<file path="src/rtl/serpin_mux.sv">
module serpin_mux #(
  parameter int NCH = 4
) (
  input  logic       clk,
  input  logic       cold_rst_n,
  input  logic       hot_rst_n,
  input  logic       reg_we,
  input  logic [1:0] reg_addr,
  input  logic [7:0] reg_wdata,
  output logic [7:0] reg_rdata,
  input  logic [7:0] ch_mode,
  input  logic [3:0] ser_dout,
  input  logic [3:0] ser_clk_out,
  input  logic [3:0] ser_rdy_out,
  output logic [3:0] ser_din,
  output logic [3:0] ser_clk_in,
  output logic [3:0] ser_rdy_in,
  input  logic [1:0] dma_ack_n,
  input  logic [1:0] dma_end_n,
  input  logic [7:0] gpioA_out,
  input  logic [7:0] gpioA_oe,
  output logic [7:0] gpioA_in,
  input  logic [7:0] gpioB_out,
  input  logic [7:0] gpioB_oe,
  output logic [7:0] gpioB_in,
  input  logic [7:0] padA_in,
  output logic [7:0] padA_out,
  output logic [7:0] padA_oe,
  input  logic [7:0] padB_in,
  output logic [7:0] padB_out,
  output logic [7:0] padB_oe
);
  localparam int NPIN = NCH * 4;
  localparam logic [1:0] M_MST = 2'd0, M_SLV = 2'd1, M_AINT = 2'd2, M_AEXT = 2'd3;

  logic [7:0] sel_a, sel_b;
  logic [3:0] dma_ovr;
  logic       wr_ok;

  assign wr_ok = reg_we && hot_rst_n;

  always_ff @(posedge clk or negedge cold_rst_n) begin
    if (!cold_rst_n) begin
      sel_a   <= '0;
      sel_b   <= '0;
      dma_ovr <= '0;
    end else if (wr_ok) begin
      case (reg_addr)
        2'd0: sel_a   <= reg_wdata;
        2'd1: sel_b   <= reg_wdata;
        2'd2: dma_ovr <= reg_wdata[7:4];
        default: ;
      endcase
    end
  end

  always_comb begin
    case (reg_addr)
      2'd0:    reg_rdata = sel_a;
      2'd1:    reg_rdata = sel_b;
      2'd2:    reg_rdata = {dma_ovr, 4'b0000};
      default: reg_rdata = '0;
    endcase
  end

  logic [NPIN-1:0] sel_all, pin_in, gp_out, gp_oe, pin_out, pin_oe;
  logic [NPIN-1:0] live_in;
  logic [3:0]      dma_sig;

  assign sel_all  = {sel_b, sel_a};
  assign pin_in   = {padB_in, padA_in};
  assign gp_out   = {gpioB_out, gpioA_out};
  assign gp_oe    = {gpioB_oe, gpioA_oe};
  assign dma_sig  = {dma_end_n[1], dma_ack_n[1], dma_end_n[0], dma_ack_n[0]};
  assign padA_out = pin_out[7:0];
  assign padB_out = pin_out[15:8];
  assign padA_oe  = pin_oe[7:0];
  assign padB_oe  = pin_oe[15:8];
  assign gpioA_in = padA_in;
  assign gpioB_in = padB_in;

  for (genvar i = 0; i < NPIN; i++) begin : g_pin
    localparam int CH   = i / 4;
    localparam int ROLE = i % 4;
    localparam bit DPIN = (i >= 4) && (i < 8);
    logic       own, dma, o, e, live;
    logic [1:0] md;
    assign md  = ch_mode[2*CH +: 2];
    assign own = sel_all[i];
    assign dma = DPIN && own && dma_ovr[i % 4];
    always_comb begin
      o    = gp_out[i];
      e    = gp_oe[i];
      live = 1'b0;
      if (dma) begin
        o = dma_sig[i % 4];
        e = 1'b1;
      end else if (own) begin
        case (ROLE)
          0: begin o = 1'b0; e = 1'b0; end
          1: begin o = ser_dout[CH]; e = 1'b1; end
          2: case (md)
               M_MST:          begin o = ser_clk_out[CH]; e = 1'b1; end
               M_SLV, M_AEXT:  begin o = 1'b0; e = 1'b0; live = 1'b1; end
               default: ;
             endcase
          default: case (md)
               M_SLV: begin o = ser_rdy_out[CH]; e = 1'b1; end
               M_MST: begin o = 1'b0; e = 1'b0; live = 1'b1; end
               default: ;
             endcase
        endcase
      end
    end
    assign pin_out[i] = o;
    assign pin_oe[i]  = e;
    assign live_in[i] = live;
  end

  for (genvar c = 0; c < NCH; c++) begin : g_ch
    assign ser_din[c]    = pin_in[4*c];
    assign ser_clk_in[c] = live_in[4*c+2] ? pin_in[4*c+2] : 1'b1;
    assign ser_rdy_in[c] = live_in[4*c+3] ? pin_in[4*c+3] : 1'b1;
  end


  din_dir_chk: assert property (@(posedge clk) disable iff (!cold_rst_n)
    (sel_a[0] && !pin_oe[0] && sel_b[4]) |-> !padB_oe[4]);

  dout_dir_chk: assert property (@(posedge clk) disable iff (!cold_rst_n)
    (sel_a[1] && sel_b[1] && sel_b[5]) |-> (padA_oe[1] && padB_oe[1] && padB_oe[5]));

  dma_oe_chk: assert property (@(posedge clk) disable iff (!cold_rst_n)
    ((sel_a[7:4] & dma_ovr) != 4'b0) |-> ((padA_oe[7:4] & sel_a[7:4] & dma_ovr) == (sel_a[7:4] & dma_ovr)));

  idle_in_chk: assert property (@(posedge clk) disable iff (!cold_rst_n)
    ((sel_all[2] == 1'b0) && (sel_all[3] == 1'b0)) |-> (ser_clk_in[0] && ser_rdy_in[0]));

  hot_hold_chk: assert property (@(posedge clk) disable iff (!cold_rst_n)
    !hot_rst_n |=> ($stable(sel_a) && $stable(sel_b) && $stable(dma_ovr)));

  cold_clear_chk: assert property (@(posedge clk)
    !cold_rst_n |-> (reg_rdata == 8'h00));
endmodule

</file>
<file path="config.mk">
export PLATFORM = sky130hd
export DESIGN_NAME = serpin_mux
export DESIGN_NICKNAME = d
export VERILOG_FILES = /design/src/rtl/serpin_mux.sv
export SDC_FILE = /design/constraint.sdc
export NUM_CORES = 1
export LEC_CHECK = 0
export ABC_AREA = 0
export BUFFER_PORTS_ARGS = -buffer_cell sky130_fd_sc_hd__buf_4
export CAP_MARGIN = 20
export CORE_ASPECT_RATIO = 1.75
export CORE_UTILIZATION = 35
export DETAILED_ROUTE_END_ITERATION = 6
export PLACE_DENSITY = 0.87
export SYNTH_ARGS = -nofsm -noshare
export SYNTH_HDL_FRONTEND = slang
export SYNTH_SLANG_ARGS = --single-unit
</file>
<file path="constraint.sdc">
create_clock -name clk -period 0.9 [get_ports clk]
set_input_delay 0.045 -clock clk [delete_from_list [all_inputs] [get_ports clk]]
set_output_delay 0.045 -clock clk [all_outputs]
set_load 0.005 [all_outputs]
</file>
==> load_flow_metrics.sql <==
INSERT INTO impl_metrics (metric_group, metric, value, unit) VALUES
('run_status', 'run_status', 'finished with violations', ''),
('run_status', 'failed_checks', 'setup timing', ''),
('synthesis', 'synth_nets', '287', ''),
('hold_path', 'timing.hold.worst.start', 'reg_wdata[0]', ''),
('global_route', 'grt_pass1_vias', '1825', ''),
('sta', 'report.final.slew_viol_count', '0', ''),
('sta', 'timing_worst_slew_pin_value', '0.259', 'ns'),
('clock_tree', 'cts_made_buffers', '3', ''),
('routing', 'ant_nets', '0', ''),
('placement', 'numPortBuffers', '133', ''),
('routing', 'routed-via-count', '1810', ''),
('finish', 'final_layout_size_suffix_gt1_frac', '0.709', ''),
('die', 'design.die.area', '0.00552', 'sq mm'),
('global_route', 'initial_antenna_violation_count', '0', ''),
('critical_path', 'worstPathCellList', 'or4_1 > buf_4', ''),
('placement', 'dpl_wire_length', '4080', 'um'),
('die', 'core_area', '0.00498', 'sq mm'),
('clock_tree', 'tritoncts', 'done', ''),
('pwr', 'power.static_leakage', '1.52', 'nW'),
('sta', 'final_setup_violation_count', '52', ''),
('synthesis', 'syn_area', '0.00182', 'sq mm'),
('synthesis', 'synth_area_leaders', 'sky130_fd_sc_hd__dfrtp_1 27%, sky130_fd_sc_hd__buf_4 22%, sky130_fd_sc_hd__mux2_2 17%, sky130_fd_sc_hd__mux2i_1 4.9%, sky130_fd_sc_hd__nor2b_1 4.1%', ''),
('critical_path', 'critical_path_buf_inv_count', '1', ''),
('sta', 'slew_headroom', '0.827', ''),
('sta', 'timing.clock.skew', '0', 'ns'),
('sta', 'hold_viol_final', '0', ''),
('critical_path', 'timing.setup.critical_path_class', 'flip-flop to output pin', ''),
('sta', 'grt_setup_unrepaired', 'yes', ''),
('clock_tree', 'cts.clk_slew.worst_paths', '0.07', 'ns'),
('clock_tree', 'clk_latency', '0.25', 'ns'),
('hold_path', 'worst_hold_path_class', 'primary input to flip-flop', ''),
('placement', 'pre_cts_ws', '-0.125', 'ns'),
('sta', 'min_period', '1.30', 'ns'),
('critical_path', 'crit_path_top_delay_cell', 'sky130_fd_sc_hd__or4_1', ''),
('pwr', 'p_sw', '0.00121', 'W'),
('placement', 'placedCellCount', '361', ''),
('placement', 'gp_routability_congestion', '0.837', ''),
('pwr', 'irDropWorstVdd', '1.33', 'mV'),
('pwr', 'seqPwrFrac', '0.331', ''),
('clock_tree', 'numClockSinks', '20', ''),
('global_route', 'global_route.usage.total', '0.179', ''),
('finish', 'fin_cells', '367', ''),
('global_route', 'pin_count_of_the_biggest_net_entering_global_routing', '21', ''),
('finish', 'postLayoutCoreUtil', '0.604', ''),
('critical_path', 'r2r_start', 'dma_ovr[3]', ''),
('global_route', 'grt.overflow.total', '0', ''),
('sta', 'final_min_period_over_clock_period', '1.44', ''),
('finish', 'flow.area_growth_from_synthesis', '64.8', '%'),
('die', 'ioPinCount', '154', ''),
('routing', 'wire_per_inst', '14.1', 'um'),
('critical_path', 'critPathCaptureType', 'output pin', ''),
('routing', 'drt_first_pass_iters', '4', ''),
('sta', 'timing.fmax', '771', 'MHz'),
('critical_path', 'setup.worst_path.start', 'dma_ovr[3]', ''),
('synthesis', 'post-synth-top-area-fraction', '0.274', ''),
('sta', 'timing.final.ws_setup', '-0.397', 'ns'),
('placement', 'post_dp_cell_area', '0.00274', 'sq mm'),
('finish', 'final_area', '0.00301', 'sq mm'),
('die', 'floorplan.initialDensity', '0.367', ''),
('global_route', 'wire_length_of_the_first_global_routing_pass', '8000', 'um'),
('critical_path', 'critical_path.startpoint_type', 'flip-flop', ''),
('critical_path', 'cpLargestDelayFamily', 'simple AND/OR/NAND/NOR gates', ''),
('pwr', 'cellPowerDensity', '1340', 'mW/mm^2'),
('routing', 'avgViaCountPerCell', '4.93', ''),
('critical_path', 'worst-endpoint-required', '0.85', 'ns'),
('pwr', 'fraction_of_power_consumed_by_the_clock_network', '0.140', ''),
('pwr', 'comb_power_share', '0.529', ''),
('synthesis', 'synth.avg_cell_area', '9.08', 'sq um'),
('finish', 'nets', '401', ''),
('routing', 'drt_iter0_markers', '35', ''),
('synthesis', 'synthesis.instances', '201', '');
## worst register-to-register path: stages, from the launching register on
cell	delay, ns
sky130_fd_sc_hd__dfrtp_1	0.40
sky130_fd_sc_hd__buf_4	0.17
sky130_fd_sc_hd__mux2_2	0.26
## flip-flops by register name, indices dropped and copies added, names as in the netlist
signal	cells
dma_ovr	4
sel_a	8
sel_b	8
## what timing repair did
action | CTS | global route
setup endpoints to repair | 51 | 54
hold buffers | 1 | 0
pin swaps | 17 | 8
setup buffers | 3 | 0
endpoints found under the hold margin | 20 | 0
gates resized for setup | 46 | 19
## synth_stat cells
master	count
sky130_fd_sc_hd__a21oi_1	5
sky130_fd_sc_hd__a22oi_1	4
sky130_fd_sc_hd__a2bb2oi_1	1
sky130_fd_sc_hd__a31oi_1	1
sky130_fd_sc_hd__buf_4	54
sky130_fd_sc_hd__dfrtp_1	20
sky130_fd_sc_hd__inv_1	7
sky130_fd_sc_hd__mux2_2	27
sky130_fd_sc_hd__mux2i_1	9
sky130_fd_sc_hd__nand2_1	13
sky130_fd_sc_hd__nand2b_1	4
sky130_fd_sc_hd__nand3_1	2
sky130_fd_sc_hd__nand3b_1	3
sky130_fd_sc_hd__nand4b_1	1
sky130_fd_sc_hd__nand4b_4	1
sky130_fd_sc_hd__nor2_1	10
sky130_fd_sc_hd__nor2b_1	12
sky130_fd_sc_hd__nor3_4	1
sky130_fd_sc_hd__nor3b_1	1
sky130_fd_sc_hd__o21ai_0	11
sky130_fd_sc_hd__o22a_1	2
sky130_fd_sc_hd__o22ai_1	3
sky130_fd_sc_hd__o2bb2a_1	1
sky130_fd_sc_hd__or2_2	4
sky130_fd_sc_hd__or3_1	3
sky130_fd_sc_hd__or4_1	1
## placed cells by master, fill, tap and decap left out, types with 2 or more instances in the layout
| cell | netlist | layout |
|---|---|---|
| sky130_fd_sc_hd__nor2_1 | 10 | 7 |
| sky130_fd_sc_hd__o21ai_2 | 0 | 4 |
| sky130_fd_sc_hd__or3_1 | 3 | 3 |
| sky130_fd_sc_hd__nand2_1 | 13 | 11 |
| sky130_fd_sc_hd__o22ai_1 | 3 | 3 |
| sky130_fd_sc_hd__a21oi_1 | 5 | 4 |
| sky130_fd_sc_hd__or2_4 | 0 | 4 |
| sky130_fd_sc_hd__mux2_2 | 27 | 17 |
| sky130_fd_sc_hd__dfrtp_2 | 0 | 3 |
| sky130_fd_sc_hd__a22oi_2 | 0 | 4 |
| sky130_fd_sc_hd__nand3_1 | 2 | 2 |
| sky130_fd_sc_hd__dfrtp_1 | 20 | 17 |
| sky130_fd_sc_hd__inv_1 | 7 | 6 |
| sky130_fd_sc_hd__nor2_2 | 0 | 3 |
| sky130_fd_sc_hd__nor2b_4 | 0 | 3 |
| sky130_fd_sc_hd__buf_4 | 54 | 139 |
| sky130_fd_sc_hd__nand2b_1 | 4 | 4 |
| sky130_fd_sc_hd__mux2i_1 | 9 | 9 |
| sky130_fd_sc_hd__clkbuf_8 | 0 | 3 |
| sky130_fd_sc_hd__nand3b_1 | 3 | 3 |
| sky130_fd_sc_hd__buf_6 | 0 | 22 |
| sky130_fd_sc_hd__o22a_1 | 2 | 2 |
| sky130_fd_sc_hd__o21ai_1 | 0 | 7 |
| sky130_fd_sc_hd__mux2_4 | 0 | 10 |
| sky130_fd_sc_hd__nor2b_1 | 12 | 8 |
## stage by stage
stage,TNS (ns),power (W)
6_report,-10.57,0.00403
5_1_grt,-13.48,0.00430
4_1_cts,-10.98,0.00398
3_5_place_dp,-2.43,0.00314
3_3_place_gp,-1.92,0.00308
2_1_floorplan,-0.293,0.00237
## layout make-up
| class | count | area [sq um] |
|---|---|---|
| clock buffers | 3 | 41.3 |
| fillers | 426 | 1970 |
| inverters | 7 | 26.3 |
| multi-input cells | 120 | 1050 |
| flip-flops and latches | 20 | 504 |
| well taps | 54 | 67.6 |
| repair buffers | 163 | 1320 |
## metal layers
metal,vias to the layer above,track usage,wire (um)
li1,864,-,-
met1,857,0.188,1740
met2,72,0.343,2980
met3,17,0.0253,311
met4,0,0.0694,140
met5,-,0,0
## power by group through the flow
stage               Sequential [W]  Clock [W]  Combinational [W]
global route               0.00137   0.000635            0.00230
detailed placement         0.00132          0            0.00183
floorplan                  0.00128          0            0.00109
finish                     0.00133   0.000565            0.00213
CTS                        0.00132   0.000590            0.00206
global placement           0.00130          0            0.00178
## final timing paths
| check | depth (start not counted) | end | slack, ns |
|---|---|---|---|
| max reg2reg | 2 | dma_ovr[3] | -0.03 |
| min in group asynchronous | 2 | dma_ovr[0] | 0.20 |
| max in group asynchronous | 2 | dma_ovr[2] | 0.47 |
| min | 2 | sel_a[0] | 0.03 |
| min reg2reg | 1 | dma_ovr[1] | 0.57 |
| max | 2 | ser_rdy_in[1] | -0.40 |
## logic make-up (layout without fill, tap and decap cells)
| logic type | count (synthesis) | after routing | synth area share |
|---|---|---|---|
| buffers and inverters | 61 | 173 | 0.237 |
| and+or+nand+nor | 56 | 56 | 0.179 |
| muxes | 36 | 36 | 0.216 |
| AOI/OAI and AO/OA | 28 | 28 | 0.0940 |
| DFF | 20 | 20 | 0.274 |
Power figures use the tool's default switching activity.
